### src/rtl/xbar_pkg.sv
package xbar_pkg;
  localparam int unsigned PORTS_DEF     = 4;
  localparam int unsigned WORD_W_DEF    = 16;
  localparam int unsigned MAX_WORDS_DEF = 4;
  localparam int unsigned DROP_W_DEF    = 8;

  function automatic int unsigned idx_width(input int unsigned n);
    return (n > 1) ? $clog2(n) : 1;
  endfunction
endpackage

### src/rtl/xbar_xp_queue.sv
module xbar_xp_queue #(
  parameter int unsigned WORD_W    = 16,
  parameter int unsigned MAX_WORDS = 4,
  localparam int unsigned DEPTH    = 2 * MAX_WORDS,
  localparam int unsigned AW       = xbar_pkg::idx_width(DEPTH),
  localparam int unsigned CW       = $clog2(DEPTH + 1)
) (
  input  logic              clk_i,
  input  logic              rst_ni,
  input  logic              push_i,
  input  logic [WORD_W-1:0] data_i,
  input  logic              last_i,
  input  logic              pop_i,
  output logic [WORD_W-1:0] head_data_o,
  output logic              head_last_o,
  output logic [CW-1:0]     free_o,
  output logic              has_frame_o,
  output logic              nonempty_o
);
  logic [WORD_W:0] mem_q [DEPTH];
  logic [AW-1:0]   wr_q, rd_q;
  logic [CW-1:0]   count_q, frames_q;

  always_ff @(posedge clk_i) begin
    if (push_i) mem_q[wr_q] <= {last_i, data_i};
  end

  always_ff @(posedge clk_i or negedge rst_ni) begin
    if (!rst_ni) begin
      wr_q     <= '0;
      rd_q     <= '0;
      count_q  <= '0;
      frames_q <= '0;
    end else begin
      if (push_i) wr_q <= (wr_q == AW'(DEPTH - 1)) ? '0 : wr_q + 1'b1;
      if (pop_i)  rd_q <= (rd_q == AW'(DEPTH - 1)) ? '0 : rd_q + 1'b1;
      unique case ({push_i, pop_i})
        2'b10:   count_q <= count_q + 1'b1;
        2'b01:   count_q <= count_q - 1'b1;
        default: count_q <= count_q;
      endcase
      unique case ({push_i & last_i, pop_i & head_last_o})
        2'b10:   frames_q <= frames_q + 1'b1;
        2'b01:   frames_q <= frames_q - 1'b1;
        default: frames_q <= frames_q;
      endcase
    end
  end

  assign head_data_o = mem_q[rd_q][WORD_W-1:0];
  assign head_last_o = mem_q[rd_q][WORD_W];
  assign free_o      = CW'(DEPTH) - count_q;
  assign has_frame_o = (frames_q != '0);
  assign nonempty_o  = (count_q != '0);


  no_overflow_chk: assert property (@(posedge clk_i) disable iff (!rst_ni)
    push_i |-> (count_q < CW'(DEPTH)));

  no_underflow_chk: assert property (@(posedge clk_i) disable iff (!rst_ni)
    pop_i |-> (count_q != '0));
endmodule

### src/rtl/xbar_in_port.sv
module xbar_in_port #(
  parameter int unsigned PORTS     = 4,
  parameter int unsigned MAX_WORDS = 4,
  parameter int unsigned CW        = 4,
  parameter int unsigned DROP_W    = 8,
  localparam int unsigned DEST_W   = xbar_pkg::idx_width(PORTS)
) (
  input  logic                      clk_i,
  input  logic                      rst_ni,
  input  logic                      valid_i,
  input  logic [DEST_W-1:0]         dest_i,
  input  logic                      last_i,
  input  logic [PORTS-1:0][CW-1:0]  free_row_i,
  output logic [PORTS-1:0]          push_o,
  output logic [DROP_W-1:0]         drop_cnt_o
);
  logic              in_frame_q, keep_q, keep_c;
  logic [DEST_W-1:0] dest_q, dest_c;

  always_comb begin
    dest_c = in_frame_q ? dest_q : dest_i;
    if (in_frame_q) keep_c = keep_q;
    else keep_c = (int'(dest_i) < PORTS) && (free_row_i[dest_i] >= CW'(MAX_WORDS));
    push_o = '0;
    if (valid_i && keep_c) push_o[dest_c] = 1'b1;
  end

  always_ff @(posedge clk_i or negedge rst_ni) begin
    if (!rst_ni) begin
      in_frame_q <= 1'b0;
      keep_q     <= 1'b0;
      dest_q     <= '0;
      drop_cnt_o <= '0;
    end else if (valid_i) begin
      if (!in_frame_q) begin
        dest_q <= dest_i;
        keep_q <= keep_c;
        if (!keep_c && (drop_cnt_o != '1)) drop_cnt_o <= drop_cnt_o + 1'b1;
      end
      in_frame_q <= !last_i;
    end
  end


  drop_step_chk: assert property (@(posedge clk_i) disable iff (!rst_ni)
    (drop_cnt_o != $past(drop_cnt_o)) |-> (drop_cnt_o == $past(drop_cnt_o) + 1'b1));
endmodule

### src/rtl/xbar_out_port.sv
module xbar_out_port #(
  parameter int unsigned PORTS   = 4,
  parameter int unsigned WORD_W  = 16,
  localparam int unsigned IW     = xbar_pkg::idx_width(PORTS)
) (
  input  logic                          clk_i,
  input  logic                          rst_ni,
  input  logic [PORTS-1:0]              has_frame_i,
  input  logic [PORTS-1:0]              head_ok_i,
  input  logic [PORTS-1:0][WORD_W-1:0]  head_data_i,
  input  logic [PORTS-1:0]              head_last_i,
  output logic [PORTS-1:0]              pop_o,
  output logic                          valid_o,
  output logic [WORD_W-1:0]             data_o,
  output logic                          last_o
);
  logic          busy_q, found;
  logic [IW-1:0] sel_q, ptr_q, pick;
  int            idx;

  always_comb begin
    found = 1'b0;
    pick  = '0;
    idx   = 0;
    for (int k = 0; k < PORTS; k++) begin
      idx = (int'(ptr_q) + k) % PORTS;
      if (!found && has_frame_i[idx]) begin
        found = 1'b1;
        pick  = IW'(idx);
      end
    end
  end

  always_ff @(posedge clk_i or negedge rst_ni) begin
    if (!rst_ni) begin
      busy_q <= 1'b0;
      sel_q  <= '0;
      ptr_q  <= '0;
    end else if (!busy_q) begin
      if (found) begin
        busy_q <= 1'b1;
        sel_q  <= pick;
        ptr_q  <= (pick == IW'(PORTS - 1)) ? '0 : pick + 1'b1;
      end
    end else if (head_last_i[sel_q]) begin
      busy_q <= 1'b0;
    end
  end

  always_comb begin
    pop_o = '0;
    if (busy_q) pop_o[sel_q] = 1'b1;
  end

  assign valid_o = busy_q;
  assign data_o  = head_data_i[sel_q];
  assign last_o  = busy_q & head_last_i[sel_q];


  busy_data_chk: assert property (@(posedge clk_i) disable iff (!rst_ni)
    busy_q |-> head_ok_i[sel_q]);

  idle_after_last_chk: assert property (@(posedge clk_i) disable iff (!rst_ni)
    last_o |=> !valid_o);
endmodule

### src/rtl/xbar_switch.sv
module xbar_switch #(
  parameter int unsigned PORTS     = xbar_pkg::PORTS_DEF,
  parameter int unsigned WORD_W    = xbar_pkg::WORD_W_DEF,
  parameter int unsigned MAX_WORDS = xbar_pkg::MAX_WORDS_DEF,
  parameter int unsigned DROP_W    = xbar_pkg::DROP_W_DEF,
  localparam int unsigned DEST_W   = xbar_pkg::idx_width(PORTS),
  localparam int unsigned CW       = $clog2(2 * MAX_WORDS + 1)
) (
  input  logic                          clk_i,
  input  logic                          rst_ni,
  input  logic [PORTS-1:0]              in_valid_i,
  input  logic [PORTS-1:0][WORD_W-1:0]  in_data_i,
  input  logic [PORTS-1:0][DEST_W-1:0]  in_dest_i,
  input  logic [PORTS-1:0]              in_last_i,
  output logic [PORTS-1:0]              out_valid_o,
  output logic [PORTS-1:0][WORD_W-1:0]  out_data_o,
  output logic [PORTS-1:0]              out_last_o,
  output logic [PORTS-1:0][DROP_W-1:0]  drop_cnt_o
);
  // [input][output] unless named _col, which is [output][input]
  logic [PORTS-1:0][PORTS-1:0]             push_m;
  logic [PORTS-1:0][PORTS-1:0][CW-1:0]     free_m;
  logic [PORTS-1:0][PORTS-1:0]             pop_col, frame_col, ok_col, last_col;
  logic [PORTS-1:0][PORTS-1:0][WORD_W-1:0] data_col;

  for (genvar i = 0; i < PORTS; i++) begin : g_in
    xbar_in_port #(
      .PORTS(PORTS), .MAX_WORDS(MAX_WORDS), .CW(CW), .DROP_W(DROP_W)
    ) u_in (
      .clk_i, .rst_ni,
      .valid_i   (in_valid_i[i]),
      .dest_i    (in_dest_i[i]),
      .last_i    (in_last_i[i]),
      .free_row_i(free_m[i]),
      .push_o    (push_m[i]),
      .drop_cnt_o(drop_cnt_o[i])
    );

    for (genvar j = 0; j < PORTS; j++) begin : g_xp
      xbar_xp_queue #(.WORD_W(WORD_W), .MAX_WORDS(MAX_WORDS)) u_q (
        .clk_i, .rst_ni,
        .push_i     (push_m[i][j]),
        .data_i     (in_data_i[i]),
        .last_i     (in_last_i[i]),
        .pop_i      (pop_col[j][i]),
        .head_data_o(data_col[j][i]),
        .head_last_o(last_col[j][i]),
        .free_o     (free_m[i][j]),
        .has_frame_o(frame_col[j][i]),
        .nonempty_o (ok_col[j][i])
      );
    end
  end

  for (genvar j = 0; j < PORTS; j++) begin : g_out
    xbar_out_port #(.PORTS(PORTS), .WORD_W(WORD_W)) u_out (
      .clk_i, .rst_ni,
      .has_frame_i(frame_col[j]),
      .head_ok_i  (ok_col[j]),
      .head_data_i(data_col[j]),
      .head_last_i(last_col[j]),
      .pop_o      (pop_col[j]),
      .valid_o    (out_valid_o[j]),
      .data_o     (out_data_o[j]),
      .last_o     (out_last_o[j])
    );
  end
endmodule

### config.mk
export PLATFORM = sky130hd
export DESIGN_NAME = xbar_switch
export DESIGN_NICKNAME = d
export VERILOG_FILES = /design/src/rtl/xbar_pkg.sv /design/src/rtl/xbar_xp_queue.sv /design/src/rtl/xbar_in_port.sv /design/src/rtl/xbar_out_port.sv /design/src/rtl/xbar_switch.sv
export SDC_FILE = /design/constraint.sdc
export NUM_CORES = 2
export LEC_CHECK = 0
export CELL_PAD_IN_SITES_DETAIL_PLACEMENT = 2
export CELL_PAD_IN_SITES_GLOBAL_PLACEMENT = 2
export CORE_AREA = 2 2 516 518
export CTS_CLUSTER_SIZE = 16
export DETAILED_ROUTE_END_ITERATION = 10
export DIE_AREA = 0 0 518 520
export PLACE_DENSITY_LB_ADDON = 0.1
export RECOVER_POWER = 100
export SLEW_MARGIN = 20
export SYNTH_ARGS = -nofsm -noshare
export SYNTH_HDL_FRONTEND = slang
export SYNTH_HIERARCHICAL = 1
export SYNTH_SLANG_ARGS = --single-unit
### constraint.sdc
create_clock -name clk_i -period 4.5 [get_ports clk_i]
set_input_delay 0.675 -clock clk_i [delete_from_list [all_inputs] [get_ports clk_i]]
set_output_delay 0.675 -clock clk_i [all_outputs]
set_load 0.02 [all_outputs]
==> out/qor.log <==
[status] status finished with violations
[status] violated checks capacitance limit, slew limit
[die] Initial Utilization 0.397
[drt] Total Routed Length 312000 um
[drt] total via count after detailed routing 54461
[clock_tree] Bufs on Longest Clock Path 4
[die] width of the die 518 um
[drt] Pre-antenna DRT Iters 5
[placed_design] half-perimeter wire length after detailed placement 199000 um
[global_route] number of antenna violations at the first check in global routing 61
[final_layout] P&R area growth vs syn 14.8%
[clock_tree] clock edge transition at the registers on the reported setup and hold paths 0.06 ns
[global_route] global-route wire length before repair 442000 um
[setup_path] classification of the worst setup path reg2out
[sta] final worst path period need 4.41 ns
[setup_path] data arrival time of the worst path 3.74 ns
[sta] Worst Max-Slew Pin Slew 2.73 ns
[sta] total count of max-transition violations in the final report 2349
[clock_tree] H-tree depth 5
[sta] worst clock skew on the final layout 0.0786 ns
[sta] total of endpoints with negative setup slack in the final report 0
[placed_design] Setup Slack @ Placement -0.134 ns
[clock_tree] Root Buffer sky130_fd_sc_hd__clkbuf_16
[die] vertical die dimension 520 um
[global_route] total global routing overflow 0
[final_layout] fraction of final layout cells with drive strength greater than 1 0.209
[die] boundary pin count 186
[setup_path] max incr delay on CP 0.58 ns
[job] number of max-capacitance violations reported 71
[setup_path] crit path launch type register
[synthesis] Yosys warning total 6
[final_layout] nets@finish 6136
[sta] final hold violations 0
[die] Rows 189
[global_route] vias in the first global route 58628
[drt] remaining routing DRC violations 0
[synthesis] summed instance area of the synthesized netlist 105000 um2
[clock_tree] number of clock buffers inserted by TritonCTS 287
[drt] number of nets still failing antenna checks after routing 0
[sta] highest attainable clock frequency 0.227 GHz
[drt] count of routing violations after the opening detailed-route iteration 5446
[setup_path] required time worst endpoint 3.83 ns
[sta] RSZ-0062 raised after global routing false
[setup_path] highest net fanout along the worst path 13
[die] area of the die 269000 um2
[synthesis] cell count after synthesis 5266
[power] worst vdd ir 0.599 mV
[drt] via-per-instance ratio 5.66
[final_layout] number of inserted filler cells in the final layout 23927
[placed_design] routability cong. 0.745
[final_layout] Layout Cells excl Fill 9614
[die] area of the placeable core 264000 um2
[clock_tree] clock sink count 2468
[placed_design] Placed Cells incl. Taps 9075
[synthesis] net count of the mapped netlist 5560
[setup_path] most numerous cell on the critical path sky130_fd_sc_hd__mux4_2
[min_path] class of the tightest hold or removal check in2async
[clock_tree] clock insertion delay at the later pin of the skew report 0.88 ns
[synthesis] average size of a mapped cell 19.9 um2
[power] power density over the cells 660 nW/um2
[clock_tree] CTS tree yes
[placed_design] number of port buffers 185
[setup_path] cell breakdown of the critical path bufbuf_16 > mux4_2 > mux2_2 > mux4_2 > clkdlybuf4s50_1
[sta] Max-slew headroom -0.823
[drt] average routed wire per standard cell 32.4 um
[global_route] maximum number of pins on one net before global-route repair 80
[global_route] Total Routing Usage GR 0.229
[setup_path] Crit. End Element output pin
[sta] final cycle utilization of the critical path 0.980
[power] total leakage power 0.0406 uW
[setup_path] cell with the largest stage delay on the worst path sky130_fd_sc_hd__clkdlybuf4s50_1
[sta] minimum setup slack in the final design 0.0889 ns
==> metrics by stage <==
stage                     utilization  TNS (ns)  power [uW]  hold slack (ns)  cell area [um2]
after CTS                       0.460         0       80900            0.382           121000
after detailed placement        0.425    -0.158       57700            0.479           112000
after floorplan                     -         0       46400            0.379           105000
final                           0.456         0       79400            0.387           120000
after global routing            0.456         0       83000            0.413           120000
after global placement          0.425   -0.0630       57000            0.468           112000
==> layout by cell type, fill, tap and decap left out, types with 71 or more instances in the layout <==
cell type / count
sky130_fd_sc_hd__clkbuf_16: 294
sky130_fd_sc_hd__inv_1: 160
sky130_fd_sc_hd__buf_4: 91
sky130_fd_sc_hd__clkbuf_1: 307
sky130_fd_sc_hd__xor2_1: 71
sky130_fd_sc_hd__dfrtp_1: 271
sky130_fd_sc_hd__nor2_1: 116
sky130_fd_sc_hd__edfxtp_1: 2176
sky130_fd_sc_hd__nand2_1: 144
sky130_fd_sc_hd__ha_1: 180
sky130_fd_sc_hd__o21ai_0: 74
sky130_fd_sc_hd__nand3_1: 74
sky130_fd_sc_hd__mux4_2: 249
sky130_fd_sc_hd__mux2_2: 361
sky130_fd_sc_hd__nor3b_1: 107
sky130_fd_sc_hd__a21oi_1: 88
sky130_fd_sc_hd__nand2b_1: 71
sky130_fd_sc_hd__clkdlybuf4s50_1: 73
sky130_fd_sc_hd__mux4_1: 367
==> final timing paths <==
| path | endpoint | startpoint | slack, ns | cells past startpoint |
|---|---|---|---|---|
| setup / recovery | out_data_o[1] | g_in[3].g_xp[0].u_q/rd_q[0]$_DFFE_PN0P_ | 0.09 | 5 |
| hold / removal | g_in[0].u_in/drop_cnt_o[5]$_DFFE_PN0P_ | rst_ni | 0.39 | 2 |
| setup reg to reg | g_in[1].g_xp[2].u_q/frames_q[3]$_DFFE_PN0P_ | g_in[1].g_xp[2].u_q/count_q[0]$_DFFE_PN0P_ | 0.22 | 14 |
| hold reg to reg | g_in[3].u_in/dest_q[0]$_DFFE_PN0P_ | g_in[3].u_in/dest_q[0]$_DFFE_PN0P_ | 0.48 | 2 |
| max in group asynchronous | g_in[2].g_xp[2].u_q/rd_q[0]$_DFFE_PN0P_ | rst_ni | 0.98 | 3 |
| min in group clk_i | g_in[3].u_in/dest_q[0]$_DFFE_PN0P_ | g_in[3].u_in/dest_q[0]$_DFFE_PN0P_ | 0.48 | 2 |
==> layer usage <==
metal,vias to the layer above,GRT usage,wire length (um)
met3,342,0.0291,17300
met5,-,0,38
met4,6,0.0448,5800
met1,29697,0.317,134000
li1,22925,-,-
met2,1491,0.390,155000
==> final cells by class <==
class	instances	area, um2	share of cell area
multi-input combinational	2422	30100	0.250
antenna	13	32.5	0.000270
tap	3533	4420	0.0368
timing repair buffer	501	3390	0.0282
sequential	2468	72700	0.604
inverter	162	608	0.00506
clock inverter	116	1090	0.00905
clock buffer	399	7920	0.0659
==> power by group <==
part	internal [uW]	leakage [uW]	total (uW)	switching (uW)
registers	27000	0.0231	29200	2190
clock network	13300	0.00441	22700	9470
logic	12500	0.0130	27500	15000
==> critical path, delay by kind of cell, from the launching register on <==
family   cells  cell delay (ns)
flops        1             0.53
mux          3             1.42
buf+inv      2             0.96
==> sequential cells by signal (all words and copies together), names as in the netlist <==
register and flops:
g_in.u_in/dest_q 8, g_in.g_xp.u_q/frames_q 64, g_in.g_xp.u_q/count_q 64, g_in.g_xp.u_q/mem_q 2176, g_out.u_out/valid_o 4, g_out.u_out/sel_q 8
g_in.g_xp.u_q/wr_q 48, g_in.u_in/in_frame_q 4, g_in.g_xp.u_q/rd_q 48, g_in.u_in/drop_cnt_o 32, g_in.u_in/keep_q 4, g_out.u_out/ptr_q 8
==> repair_timing <==
item / in CTS / in global routing
hold buffers: 1 / 0
cloned: 1 / 0
buffers inserted: 9 / 0
setup endpoints to repair: 52 / 5
gates resized for setup: 19 / 5
endpoints found under the hold margin: 47 / 0
No activity file was read; power rests on OpenSTA's default activity.
